`config.mk`:
```
export PLATFORM = sky130hd
export DESIGN_NAME = sdram_cmd_seq
export DESIGN_NICKNAME = d
export VERILOG_FILES = /design/src/rtl/sdram_seq_pkg.sv /design/src/rtl/seq_refresh.sv /design/src/rtl/seq_ctrl.sv /design/src/rtl/seq_pins.sv /design/src/rtl/sdram_cmd_seq.sv
export SDC_FILE = /design/constraint.sdc
export NUM_CORES = 1
export LEC_CHECK = 0
export ABC_CLOCK_PERIOD_IN_PS = 6100
export BUFFER_PORTS_ARGS = -buffer_cell sky130_fd_sc_hd__clkbuf_2
export CAP_MARGIN = 40
export CORE_MARGIN = 4
export CORE_UTILIZATION = 30
export DETAILED_ROUTE_END_ITERATION = 12
export PLACE_DENSITY_LB_ADDON = 0.25
export SYNTH_ARGS = -nofsm -noshare
export SYNTH_HDL_FRONTEND = slang
export SYNTH_SLANG_ARGS = --single-unit
```
`constraint.sdc`:
```
create_clock -name clk -period 6.1 [get_ports clk]
set_clock_uncertainty 0.05 [all_clocks]
set_input_delay 0.61 -clock clk [delete_from_list [all_inputs] [get_ports clk]]
set_output_delay 0.61 -clock clk [all_outputs]
set_load 0.02 [all_outputs]
```
`src/rtl/sdram_seq_pkg.sv`:
```
package sdram_seq_pkg;

  localparam int OP_W = 3;

  typedef enum logic [OP_W-1:0] {
    OP_NONE   = 3'd0,
    OP_CKE    = 3'd1,
    OP_PALL   = 3'd2,
    OP_AREF   = 3'd3,
    OP_LMR    = 3'd4,
    OP_SETREF = 3'd5
  } seq_op_e;

  typedef struct packed {
    logic ras_n;
    logic cas_n;
    logic we_n;
  } rcw_t;

  localparam rcw_t RCW_NOP  = '{ras_n: 1'b1, cas_n: 1'b1, we_n: 1'b1};
  localparam rcw_t RCW_PALL = '{ras_n: 1'b0, cas_n: 1'b1, we_n: 1'b0};
  localparam rcw_t RCW_AREF = '{ras_n: 1'b0, cas_n: 1'b0, we_n: 1'b1};
  localparam rcw_t RCW_LMR  = '{ras_n: 1'b0, cas_n: 1'b0, we_n: 1'b0};

  function automatic logic op_known(logic [OP_W-1:0] code);
    return (code >= 3'd1) && (code <= 3'd5);
  endfunction

  function automatic logic op_on_bus(seq_op_e op);
    return (op == OP_PALL) || (op == OP_AREF) || (op == OP_LMR);
  endfunction

endpackage

```
`src/rtl/seq_refresh.sv`:
```
module seq_refresh #(
  parameter int RW = 13
) (
  input  logic          clk,
  input  logic          rst,
  input  logic          load,
  input  logic [RW-1:0] load_val,
  output logic          due
);

  logic          en_q;
  logic [RW-1:0] cnt_q;
  logic [RW-1:0] reload_q;
  logic          due_q;

  always_ff @(posedge clk) begin
    if (rst) begin
      en_q     <= 1'b0;
      cnt_q    <= '0;
      reload_q <= '0;
      due_q    <= 1'b0;
    end else if (load) begin
      en_q     <= (load_val != '0);
      cnt_q    <= load_val;
      reload_q <= load_val;
      due_q    <= 1'b0;
    end else if (en_q) begin
      if (cnt_q == '0) begin
        due_q <= 1'b1;
        cnt_q <= reload_q;
      end else begin
        due_q <= 1'b0;
        cnt_q <= cnt_q - 1'b1;
      end
    end else begin
      due_q <= 1'b0;
    end
  end

  assign due = due_q;

  // expiries are separated by at least one idle cycle
  a_r10_due_gap: assert property (@(posedge clk) disable iff (rst)
    due_q |=> !due_q);

endmodule

```
`src/rtl/seq_ctrl.sv`:
```
module seq_ctrl
  import sdram_seq_pkg::*;
#(
  parameter int NUM_CS = 2,
  parameter int CNT_W  = 4,
  parameter int VAL_W  = 13,
  parameter int RW     = 13,
  parameter int TW     = 4,
  parameter int T_RP   = 2,
  parameter int T_RC   = 7,
  parameter int T_MRD  = 2,
  localparam int TGT_LO = OP_W,
  localparam int CNT_LO = TGT_LO + NUM_CS,
  localparam int VAL_LO = CNT_LO + CNT_W,
  localparam int CMD_W  = VAL_LO + VAL_W
) (
  input  logic              clk,
  input  logic              rst,
  input  logic              cmd_valid,
  input  logic [CMD_W-1:0]  cmd_word,
  input  logic              due,
  output logic              issue_vld,
  output seq_op_e           issue_op,
  output logic [NUM_CS-1:0] issue_tgt,
  output logic [VAL_W-1:0]  issue_val,
  output logic              tmr_load,
  output logic [RW-1:0]     tmr_val,
  output logic              busy_o,
  output logic              prech_o
);

  logic [OP_W-1:0]   w_code;
  seq_op_e           w_op;
  logic [NUM_CS-1:0] w_tgt;
  logic [CNT_W-1:0]  w_cnt;
  logic [VAL_W-1:0]  w_val;

  logic              busy_q, pend_q, prech_q;
  seq_op_e           op_q;
  logic [NUM_CS-1:0] tgt_q;
  logic [VAL_W-1:0]  val_q;
  logic [CNT_W-1:0]  reps_q;
  logic [TW-1:0]     wcnt_q;

  logic accept_host, take_ref, repeat_now;

  assign w_code = cmd_word[OP_W-1:0];
  assign w_op   = seq_op_e'(w_code);
  assign w_tgt  = cmd_word[TGT_LO +: NUM_CS];
  assign w_cnt  = cmd_word[CNT_LO +: CNT_W];
  assign w_val  = cmd_word[VAL_LO +: VAL_W];

  function automatic logic [TW-1:0] gap_m1(seq_op_e op);
    case (op)
      OP_PALL: return TW'(T_RP - 1);
      OP_AREF: return TW'(T_RC - 1);
      OP_LMR:  return TW'(T_MRD - 1);
      default: return '0;
    endcase
  endfunction

  assign accept_host = cmd_valid && !busy_q && !pend_q &&
                       op_known(w_code) && (w_tgt != '0);
  assign take_ref    = !busy_q && pend_q;
  assign repeat_now  = busy_q && (wcnt_q == '0) && (reps_q != '0);

  always_comb begin
    issue_vld = accept_host || take_ref || repeat_now;
    if (take_ref) begin
      issue_op  = OP_AREF;
      issue_tgt = {NUM_CS{1'b1}};
      issue_val = '0;
    end else if (accept_host) begin
      issue_op  = w_op;
      issue_tgt = w_tgt;
      issue_val = w_val;
    end else begin
      issue_op  = op_q;
      issue_tgt = tgt_q;
      issue_val = val_q;
    end
  end

  assign tmr_load = accept_host && (w_op == OP_SETREF);
  assign tmr_val  = w_val[RW-1:0];

  always_ff @(posedge clk) begin
    if (rst) begin
      busy_q  <= 1'b0;
      pend_q  <= 1'b0;
      prech_q <= 1'b0;
      op_q    <= OP_NONE;
      tgt_q   <= '0;
      val_q   <= '0;
      reps_q  <= '0;
      wcnt_q  <= '0;
    end else begin
      pend_q <= due || (pend_q && !take_ref);
      if (issue_vld) begin
        busy_q <= 1'b1;
        wcnt_q <= gap_m1(issue_op);
        op_q   <= issue_op;
        tgt_q  <= issue_tgt;
        val_q  <= issue_val;
        if (accept_host)
          reps_q <= (w_op == OP_AREF) ? w_cnt : '0;
        else if (take_ref)
          reps_q <= '0;
        else
          reps_q <= reps_q - 1'b1;
      end else if (busy_q && (wcnt_q != '0)) begin
        wcnt_q <= wcnt_q - 1'b1;
      end else if (busy_q) begin
        busy_q  <= 1'b0;
        prech_q <= (op_q == OP_PALL);
      end
    end
  end

  assign busy_o  = busy_q || pend_q;
  assign prech_o = prech_q;

  // a pending refresh survives until the running command is over
  a_r11_pend_kept: assert property (@(posedge clk) disable iff (rst)
    (pend_q && busy_q) |=> pend_q);

  // nothing replaces the running operation inside its gap
  a_r8_op_stable: assert property (@(posedge clk) disable iff (rst)
    (busy_q && (wcnt_q != '0)) |=> $stable(op_q) && $stable(val_q));

  // each repeat consumes exactly one count
  a_r5_reps_down: assert property (@(posedge clk) disable iff (rst)
    repeat_now |=> (reps_q == $past(reps_q) - 1'b1) && (op_q == OP_AREF));

endmodule

```
`src/rtl/seq_pins.sv`:
```
module seq_pins
  import sdram_seq_pkg::*;
#(
  parameter int NUM_CS = 2,
  parameter int A_W    = 13,
  parameter int BA_W   = 2
) (
  input  logic              clk,
  input  logic              rst,
  input  logic              issue_vld,
  input  seq_op_e           issue_op,
  input  logic [NUM_CS-1:0] issue_tgt,
  input  logic [A_W-1:0]    issue_val,
  output logic              sd_cke,
  output logic [NUM_CS-1:0] sd_cs_n,
  output logic              sd_ras_n,
  output logic              sd_cas_n,
  output logic              sd_we_n,
  output logic [BA_W-1:0]   sd_ba,
  output logic [A_W-1:0]    sd_addr
);

  localparam int A10 = 10;

  logic           on_bus;
  rcw_t           rcw_d, rcw_q;
  logic [A_W-1:0] addr_d;
  logic           cke_q;
  logic [A_W-1:0] addr_q;
  logic [BA_W-1:0] ba_q;

  assign on_bus = issue_vld && op_on_bus(issue_op);

  always_comb begin
    rcw_d  = RCW_NOP;
    addr_d = '0;
    if (on_bus) begin
      case (issue_op)
        OP_PALL: begin
          rcw_d       = RCW_PALL;
          addr_d[A10] = 1'b1;
        end
        OP_AREF: rcw_d = RCW_AREF;
        OP_LMR: begin
          rcw_d  = RCW_LMR;
          addr_d = issue_val;
        end
        default: rcw_d = RCW_NOP;
      endcase
    end
  end

  always_ff @(posedge clk) begin
    if (rst) begin
      cke_q  <= 1'b0;
      rcw_q  <= RCW_NOP;
      addr_q <= '0;
      ba_q   <= '0;
    end else begin
      if (issue_vld && (issue_op == OP_CKE))
        cke_q <= 1'b1;
      rcw_q  <= rcw_d;
      addr_q <= addr_d;
      ba_q   <= '0;
    end
  end

  for (genvar i = 0; i < NUM_CS; i++) begin : g_cs
    logic cs_q;
    always_ff @(posedge clk) begin
      if (rst)
        cs_q <= 1'b0;
      else
        cs_q <= on_bus ? !issue_tgt[i] : 1'b0;
    end
    assign sd_cs_n[i] = cs_q;
  end

  assign sd_cke   = cke_q;
  assign sd_ras_n = rcw_q.ras_n;
  assign sd_cas_n = rcw_q.cas_n;
  assign sd_we_n  = rcw_q.we_n;
  assign sd_ba    = ba_q;
  assign sd_addr  = addr_q;

  // clock enable never drops once raised
  a_r3_cke_sticky: assert property (@(posedge clk) disable iff (rst)
    sd_cke |=> sd_cke);

  // precharge-all carries the all-banks address bit
  a_r4_pall_a10: assert property (@(posedge clk) disable iff (rst)
    (!sd_ras_n && sd_cas_n && !sd_we_n) |-> sd_addr[A10]);

  // load-mode always addresses bank 0
  a_r6_lmr_ba0: assert property (@(posedge clk) disable iff (rst)
    (!sd_ras_n && !sd_cas_n && !sd_we_n) |-> (sd_ba == '0));

  // a real command always reaches at least one chip select
  a_r2_cs_sel: assert property (@(posedge clk) disable iff (rst)
    (!sd_ras_n || !sd_cas_n || !sd_we_n) |-> (sd_cs_n != {NUM_CS{1'b1}}));

endmodule

```
`src/rtl/sdram_cmd_seq.sv`:
```
module sdram_cmd_seq
  import sdram_seq_pkg::*;
#(
  parameter int NUM_CS = 2,
  parameter int A_W    = 13,
  parameter int BA_W   = 2,
  parameter int CNT_W  = 4,
  parameter int TW     = 4,
  parameter int T_RP   = 2,
  parameter int T_RC   = 7,
  parameter int T_MRD  = 2,
  localparam int RW    = A_W,
  localparam int CMD_W = OP_W + NUM_CS + CNT_W + A_W
) (
  input  logic              clk,
  input  logic              rst,
  input  logic              cmd_valid,
  input  logic [CMD_W-1:0]  cmd_word,
  output logic              busy,
  output logic              precharged,
  output logic              sd_cke,
  output logic [NUM_CS-1:0] sd_cs_n,
  output logic              sd_ras_n,
  output logic              sd_cas_n,
  output logic              sd_we_n,
  output logic [BA_W-1:0]   sd_ba,
  output logic [A_W-1:0]    sd_addr
);

  initial begin
    if (A_W <= 10) $error("address bus too narrow for the all-banks bit");
    if (T_RP > (1 << TW) || T_RC > (1 << TW) || T_MRD > (1 << TW))
      $error("a gap does not fit the gap counter");
    if (T_RP < 1 || T_RC < 1 || T_MRD < 1) $error("gaps must be at least 1");
  end

  logic              due;
  logic              issue_vld;
  seq_op_e           issue_op;
  logic [NUM_CS-1:0] issue_tgt;
  logic [A_W-1:0]    issue_val;
  logic              tmr_load;
  logic [RW-1:0]     tmr_val;

  seq_refresh #(.RW(RW)) u_refresh (
    .clk      (clk),
    .rst      (rst),
    .load     (tmr_load),
    .load_val (tmr_val),
    .due      (due)
  );

  seq_ctrl #(
    .NUM_CS (NUM_CS),
    .CNT_W  (CNT_W),
    .VAL_W  (A_W),
    .RW     (RW),
    .TW     (TW),
    .T_RP   (T_RP),
    .T_RC   (T_RC),
    .T_MRD  (T_MRD)
  ) u_ctrl (
    .clk       (clk),
    .rst       (rst),
    .cmd_valid (cmd_valid),
    .cmd_word  (cmd_word),
    .due       (due),
    .issue_vld (issue_vld),
    .issue_op  (issue_op),
    .issue_tgt (issue_tgt),
    .issue_val (issue_val),
    .tmr_load  (tmr_load),
    .tmr_val   (tmr_val),
    .busy_o    (busy),
    .prech_o   (precharged)
  );

  seq_pins #(
    .NUM_CS (NUM_CS),
    .A_W    (A_W),
    .BA_W   (BA_W)
  ) u_pins (
    .clk       (clk),
    .rst       (rst),
    .issue_vld (issue_vld),
    .issue_op  (issue_op),
    .issue_tgt (issue_tgt),
    .issue_val (issue_val),
    .sd_cke    (sd_cke),
    .sd_cs_n   (sd_cs_n),
    .sd_ras_n  (sd_ras_n),
    .sd_cas_n  (sd_cas_n),
    .sd_we_n   (sd_we_n),
    .sd_ba     (sd_ba),
    .sd_addr   (sd_addr)
  );

endmodule

```
==> qor.csv, run 1 <==
stage,metric,value,unit
place,port_buffers,45,
drt,routed_via_density,5.081,
cells_and_area,final_layout_size_suffix_gt1_frac,0.1690,
global_routing,grt_use_total,0.1414,
yosys,synth.distinct_cells,56,
place,place_area,0.003700,mm2
cells_and_area,utilization,0.3673,
clock_network,cts_hold_buffers,0,
cells_and_area,layout.cells.non_filler,566,
cells_and_area,layout_common_cells,"dfxtp_1 (76), nand2_1 (47), clkbuf_2 (45)",
setup_path,required,6.27,ns
yosys,synth_area_leader_cell,dfxtp_1,
clock_network,cts_tree,done,
clock_network,cts-root-buf,clkbuf_16,
min_path,hold_depth,2,
drt,firstDrtPassIters,4,
place,place_congestion,0.7833,
yosys,ys_top_cells_by_area,"dfxtp_1 (45%), nand2_1 (5.2%), mux2i_1 (5.0%)",
global_routing,grt_max_degree,23,
sta,worst_pin_slew,0.7119,ns
drt,routedWlPerCell,15.36,um
sta,finalWorstSetupSlack,3.563,ns
setup_path,rr_endpoint,u_refresh.cnt_q[5],
floorplanning,dieHeight,114.1,um
yosys,synth_edf_count,0,
sta,fmax,0.3942,GHz
floorplanning,coreArea,0.01094,mm2
clock_network,h-tree-depth,3,
yosys,netlist_area,0.003379,mm2
cells_and_area,antenna_cells,0,
sta,setup_tns,0,ns
power_and_ir_drop,leakage,1.612,nW
setup_path,cp_cell_sequence,inv_1 -> ha_1 -> nor3b_1 -> nand4_1 -> mux2_2 -> a22oi_1 -> a21oi_1,
clock_network,cts_sinks,76,
run_status,run_status,"complete, no violations",
setup_path,r2r-start,u_refresh.cnt_q[0],
yosys,ys_seq_area_frac,0.4502,
place,dp_cells,550,
sta,setup_violations,0,
cells_and_area,finalInstanceArea,0.004016,mm2
sta,layout_min_cycle_time,2.537,ns
global_routing,grt_pass1_wl,14.51,mm
cells_and_area,num-nets-final,450,
setup_path,end_kind,flop,
power_and_ir_drop,powerDensity,333.6,mW/mm2
sta,hold_violations,0,
yosys,synthFlopType,dfxtp_1,
clock_network,postCtsSetupRepairBufs,0,
global_routing,antenna_found_initial,0,
yosys,ys_ff_latch,76,
min_path,hp-class,flop to flop,
sta,drv_slew,0,
setup_path,cp.arrival,2.71,ns
sta,rsz0062_at_grt,no,
place,place_hpwl,6.222,mm
run,max_cap_viol_count,0,
yosys,syn_area_per_cell,8.688,um2
min_path,whs_endpoint,u_ctrl.pend_q,
yosys,yosysTopAreaCellShare,0.4502,
drt,routed_wl,8.696,mm
drt,vias,2876,
global_routing,grt_pass1_vias,2795,
clock_network,ctsResizeCount,0,
place,place_ws,3.314,ns
global_routing,overflow,0,
yosys,async_flop_share,0,
yosys,yosysWarnings,0,
setup_path,critPathLaunchType,flop,
cells_and_area,layout_commonest_cell,dfxtp_1,
drt,ant_nets,0,
sta,relSlewSlack,0.5240,
yosys,syn_inst,389,
clock_network,cts_inserted_buffers,9,
setup_path,max_stage_delay,0.63,ns
drt,drtIter0Drc,211,
setup_path,r2r_cells,7,
floorplanning,io_pins,48,
cells_and_area,syn_to_final_growth,18.84,%
setup_path,slowest_stage,nand4_1,
clock_network,insertion_delay,0.34,ns
setup_path,regToRegSetupSlack,3.56,ns
power_and_ir_drop,ir_drop,0.1471,mV
floorplanning,num_rows,38,
setup_path,crit_fanout,14,
floorplanning,die_w,114.1,um
setup_path,critPathKind,flop to flop,
floorplanning,die-area,0.01303,mm2
clock_network,clk_pin_slew,0.06,ns
drt,drc_errors,0,
min_path,hp-start,u_refresh.due,
floorplanning,start_util,0.3090,
sta,fin_crit_sh,0.4158,
clock_network,clk_path_buf_depth,2,
==> logic make-up (layout without fill, tap and decap cells) <==
family,after synthesis,in the layout,synth area share
adders and majority gates,4,4,0.01481
and+or+nand+nor,151,151,0.2229
buffers and inverters,41,77,0.05406
AOI/OAI and AO/OA,88,88,0.1766
xor gates and xnor gates,9,9,0.02332
other,1,2,0.001110
muxes,19,19,0.05701
DFF,76,76,0.4502
==> final cells by class <==
type | count | area (um2)
clock buffers | 10 | 239.0
well taps | 140 | 175.2
flip-flops and latches | 76 | 1521
clock inverters | 6 | 77.57
multi-input cells | 273 | 1679
inverters | 13 | 48.80
repair buffers | 48 | 275.3
fillers | 1156 | 6919
==> report_power, final <==
part | switching [mW] | internal (mW) | total (mW) | leakage (nW)
logic | 0.133 | 0.0930 | 0.226 | 0.842
clock network | 0.233 | 0.337 | 0.569 | 0.154
registers | 0.0215 | 0.523 | 0.544 | 0.617
==> routing by layer <==
layer	vias to the layer above	track usage	wire length, um
met4	0	0.04751	136
met3	12	0.03488	461
met5	-	0	0
met2	72	0.2201	4050
met1	1327	0.1921	4047
li1	1465	-	-
==> through the flow <==
step           power (mW)  hold WS (ns)
2_1_floorplan      0.7249        0.3630
3_3_place_gp       0.7753        0.3718
3_5_place_dp       0.7806        0.3718
4_1_cts             1.352        0.3862
5_1_grt             1.404        0.4292
6_report            1.340        0.3863
==> state kept, by name (all words and copies together) (netlist names), 2 cells and up <==
name	flops
u_refresh.reload_q	13
u_ctrl.wcnt_q	4
u_refresh.cnt_q	13
u_ctrl.reps_q	4
u_ctrl.val_q	13
u_ctrl.tgt_q	2
u_pins.g_cs.cs_q	2
u_ctrl.op_q	3
u_pins.sd_addr	13
==> how the worst max path moves through the flow <==
stage,start,to,slack [ns],cells after the start
2_1_floorplan,cmd_word[1],u_ctrl.prech_o,3.81,6
3_3_place_gp,cmd_word[3],u_pins.sd_addr[10],2.99,6
3_5_place_dp,rst,u_pins.sd_addr[4],3.31,6
4_1_cts,u_ctrl.busy_q,u_pins.sd_addr[0],3.53,5
5_1_grt,u_refresh.cnt_q[0],u_refresh.cnt_q[5],3.28,7
6_report,u_refresh.cnt_q[0],u_refresh.cnt_q[5],3.56,7
==> Yosys cell counts, types with 3 or more instances <==
| cell | number |
|---|---|
| a211oi_1 | 4 |
| nor3_1 | 11 |
| buf_2 | 5 |
| buf_4 | 4 |
| nor2_1 | 41 |
| nand2b_1 | 5 |
| or3_1 | 5 |
| a31oi_1 | 10 |
| nand2_1 | 47 |
| o21ai_0 | 8 |
| a21oi_1 | 28 |
| o211ai_1 | 7 |
| mux2i_1 | 17 |
| inv_1 | 13 |
| a32o_1 | 3 |
| dfxtp_1 | 76 |
| xnor2_1 | 5 |
| o31ai_1 | 4 |
| a22oi_1 | 3 |
| nor4_1 | 6 |
| nand4_1 | 4 |
| or4_1 | 8 |
| a21o_1 | 3 |
| clkbuf_1 | 16 |
| xor2_1 | 4 |
| ha_1 | 4 |
| nand3_1 | 6 |
==> critical path: cells and delay by family (launching register included) <==
kind	cells	cell delay (ns)
flip-flops	1	0.33
buffers and inverters	1	0.08
AND/OR/NAND/NOR	2	0.96
AO/OA/AOI/OAI	2	0.27
multiplexers	1	0.51
adder cells (fa/ha/maj)	1	0.20
No activity file was read; power rests on OpenSTA's default activity.
==> inputs of run 2 (changes only) <==
--- a/config.mk
+++ b/config.mk
@@ -5,7 +5,7 @@
 export SDC_FILE = /design/constraint.sdc
 export NUM_CORES = 1
 export LEC_CHECK = 0
-export ABC_CLOCK_PERIOD_IN_PS = 6100
+export ABC_CLOCK_PERIOD_IN_PS = 2140
 export BUFFER_PORTS_ARGS = -buffer_cell sky130_fd_sc_hd__clkbuf_2
 export CAP_MARGIN = 40
 export CORE_MARGIN = 4
==> constraint.sdc (replaced) <==
create_clock -name clk -period 2.14 [get_ports clk]
set_clock_uncertainty 0.05 [all_clocks]
set_input_delay 0.214 -clock clk [delete_from_list [all_inputs] [get_ports clk]]
set_output_delay 0.214 -clock clk [all_outputs]
set_load 0.02 [all_outputs]
==> run 2 against run 1 <==
Against the previous run:
- combinational power rose to 3.4 times the previous value
- sequential power grew to 2.8 times the previous value
- utilization up 2.4 points
- die area is the same
- first-iteration DRC count is 36% lower
- routed wire length rose by 1.1%
- largest cell class unchanged
- sequential share of layout area is 2.2 points lower
- setup slack got worse by 3.5 ns
- non-clock buffer count grew 29
==> qor.csv, run 2 (synthesized netlist as in run 1, its figures left out) <==
stage,metric,value,unit
drt,routed_wl,8.790,mm
clock_network,cts_hold_buffers,0,
sta,rsz0062_at_grt,yes,
clock_network,h-tree-depth,3,
power_and_ir_drop,p_int,2.795,mW
place,place_congestion,0.8064,
global_routing,grt_use_total,0.1367,
clock_network,clk_path_buf_depth,2,
drt,drtIter0Drc,136,
power_and_ir_drop,p_clk_frac,0.401,
sta,holdWs,0.09758,ns
cells_and_area,num-nets-final,479,
clock_network,cts_inserted_buffers,9,
place,place_hpwl,6.234,mm
floorplanning,io_pins,48,
power_and_ir_drop,p_total,3.877,mW
floorplanning,num_rows,38,
cells_and_area,final_layout_size_suffix_gt1_frac,0.2505,
sta,layout_min_cycle_time,2.090,ns
sta,drv_slew,0,
power_and_ir_drop,p_sw_frac,0.2790,
setup_path,end_kind,flop,
drt,top_layer,met4,
setup_path,cp.arrival,2.31,ns
drt,drc_errors,0,
setup_path,required,2.36,ns
clock_network,cts_sinks,76,
floorplanning,start_util,0.3090,
power_and_ir_drop,p_comb_frac,0.198,
setup_path,crit_fanout,6,
power_and_ir_drop,sequentialPowerShare,0.401,
clock_network,cts_tree,done,
floorplanning,die_w,114.1,um
sta,finalWorstSetupSlack,0.05048,ns
place,port_buffers,45,
sta,fin_crit_sh,0.9764,
setup_path,critPathLaunchType,flop,
run,max_cap_viol_count,0,
cells_and_area,antenna_cells,0,
drt,routedWlPerCell,14.77,um
sta,worst_pin_slew,0.5477,ns
run_status,run_status,"complete, no violations",
global_routing,grt_pass1_wl,14.15,mm
drt,firstDrtPassIters,4,
floorplanning,coreArea,0.01094,mm2
power_and_ir_drop,ir_drop,0.3235,mV
sta,hold_violations,0,
clock_network,insertion_delay,0.34,ns
global_routing,antenna_found_initial,0,
global_routing,grt_pass1_vias,2898,
global_routing,grt_max_degree,42,
sta,relSlewSlack,0.6335,
floorplanning,die-area,0.01303,mm2
sta,fmax,0.4786,GHz
cells_and_area,layout_common_cells,"dfxtp_1 (74), nand2_1 (47), clkbuf_2 (45)",
cells_and_area,syn_to_final_growth,26.55,%
cells_and_area,utilization,0.3911,
power_and_ir_drop,switchingPower,1.081,mW
power_and_ir_drop,powerDensity,906.5,mW/mm2
clock_network,clk_pin_slew,0.06,ns
drt,wl_met2,3.974,mm
drt,routed_via_density,5.081,
setup_path,critPathKind,flop to flop,
sta,setup_tns,0,ns
drt,met1_length,4.206,mm
clock_network,cts-root-buf,clkbuf_16,
sta,setup_violations,0,
place,place_ws,-0.008659,ns
global_routing,overflow,0,
floorplanning,dieHeight,114.1,um
min_path,hp-class,primary input to flop,
cells_and_area,layout_commonest_cell,dfxtp_1,
cells_and_area,nFillCells,1138,
power_and_ir_drop,leakage,1.750,nW
drt,vias,3023,
drt,ant_nets,0,
drt,route.met3.wl,447,um
[run 2: cell count changes in the layout (fill, tap and decap cells not counted), sizes merged]
cell	before	now
buf	3	32
clkinv	0	2
clkinvlp	1	2
inv	17	14
[run 2: cell type report]
| class | instances | area [um2] | share of cell area |
|---|---|---|---|
| multi-input combinational | 273 | 1750 | 0.4093 |
| sequential | 76 | 1526 | 0.3569 |
| timing repair buffer | 77 | 465.4 | 0.1088 |
| clock buffer | 10 | 239.0 | 0.05588 |
| tap | 140 | 175.2 | 0.04096 |
| clock inverter | 6 | 71.32 | 0.01668 |
| inverter | 13 | 48.80 | 0.01141 |
[run 2: path summary, 6_finish.rpt]
path | startpoint | to | slack [ns] | cells past startpoint
worst min register to register | u_refresh.due | u_ctrl.pend_q | 0.38 | 2
worst max register to register | u_ctrl.pend_q | u_pins.sd_cke | 0.05 | 5
worst max-delay path | u_ctrl.pend_q | u_pins.sd_cke | 0.05 | 5
worst min-delay path | cmd_word[14] | u_refresh.reload_q[5] | 0.1 | 3
[run 2: per-stage QoR]
step | cells | instance area, um2
global placement | 577 | 3875
global route | 595 | 4277
detailed placement | 577 | 3875
finish | 595 | 4277
floorplan | 390 | 3383
CTS | 593 | 4195
[run 2: layer usage]
metal,up-vias,track usage
met5,-,0
met4,0,0.05305
met3,11,0.03118
met2,72,0.2139
met1,1425,0.1834
li1,1515,-
[run 2: what timing repair did]
item | in CTS | in global routing
gates cloned | 0 | 0
setup endpoints to repair | 2 | 31
resized for setup | 2 | 15
pin swaps | 0 | 3
setup buffers | 0 | 2
[run 2: critical path, cell delays in order (launching register included)]
cell     delay, ns
dfxtp_2       0.35
or3b_4        0.42
o311a_1       0.39
a21o_1        0.19
or4_4         0.51
a21oi_2       0.12
[run 2: power by group through the flow]
stage          logic [mW]  registers, mW  clock network (mW)
2_1_floorplan       0.499           1.57                   0
3_3_place_gp        0.723           1.58                   0
3_5_place_dp        0.729           1.58                   0
4_1_cts             0.737           1.55                1.60
5_1_grt             0.851           1.56                1.67
6_report            0.769           1.55                1.55
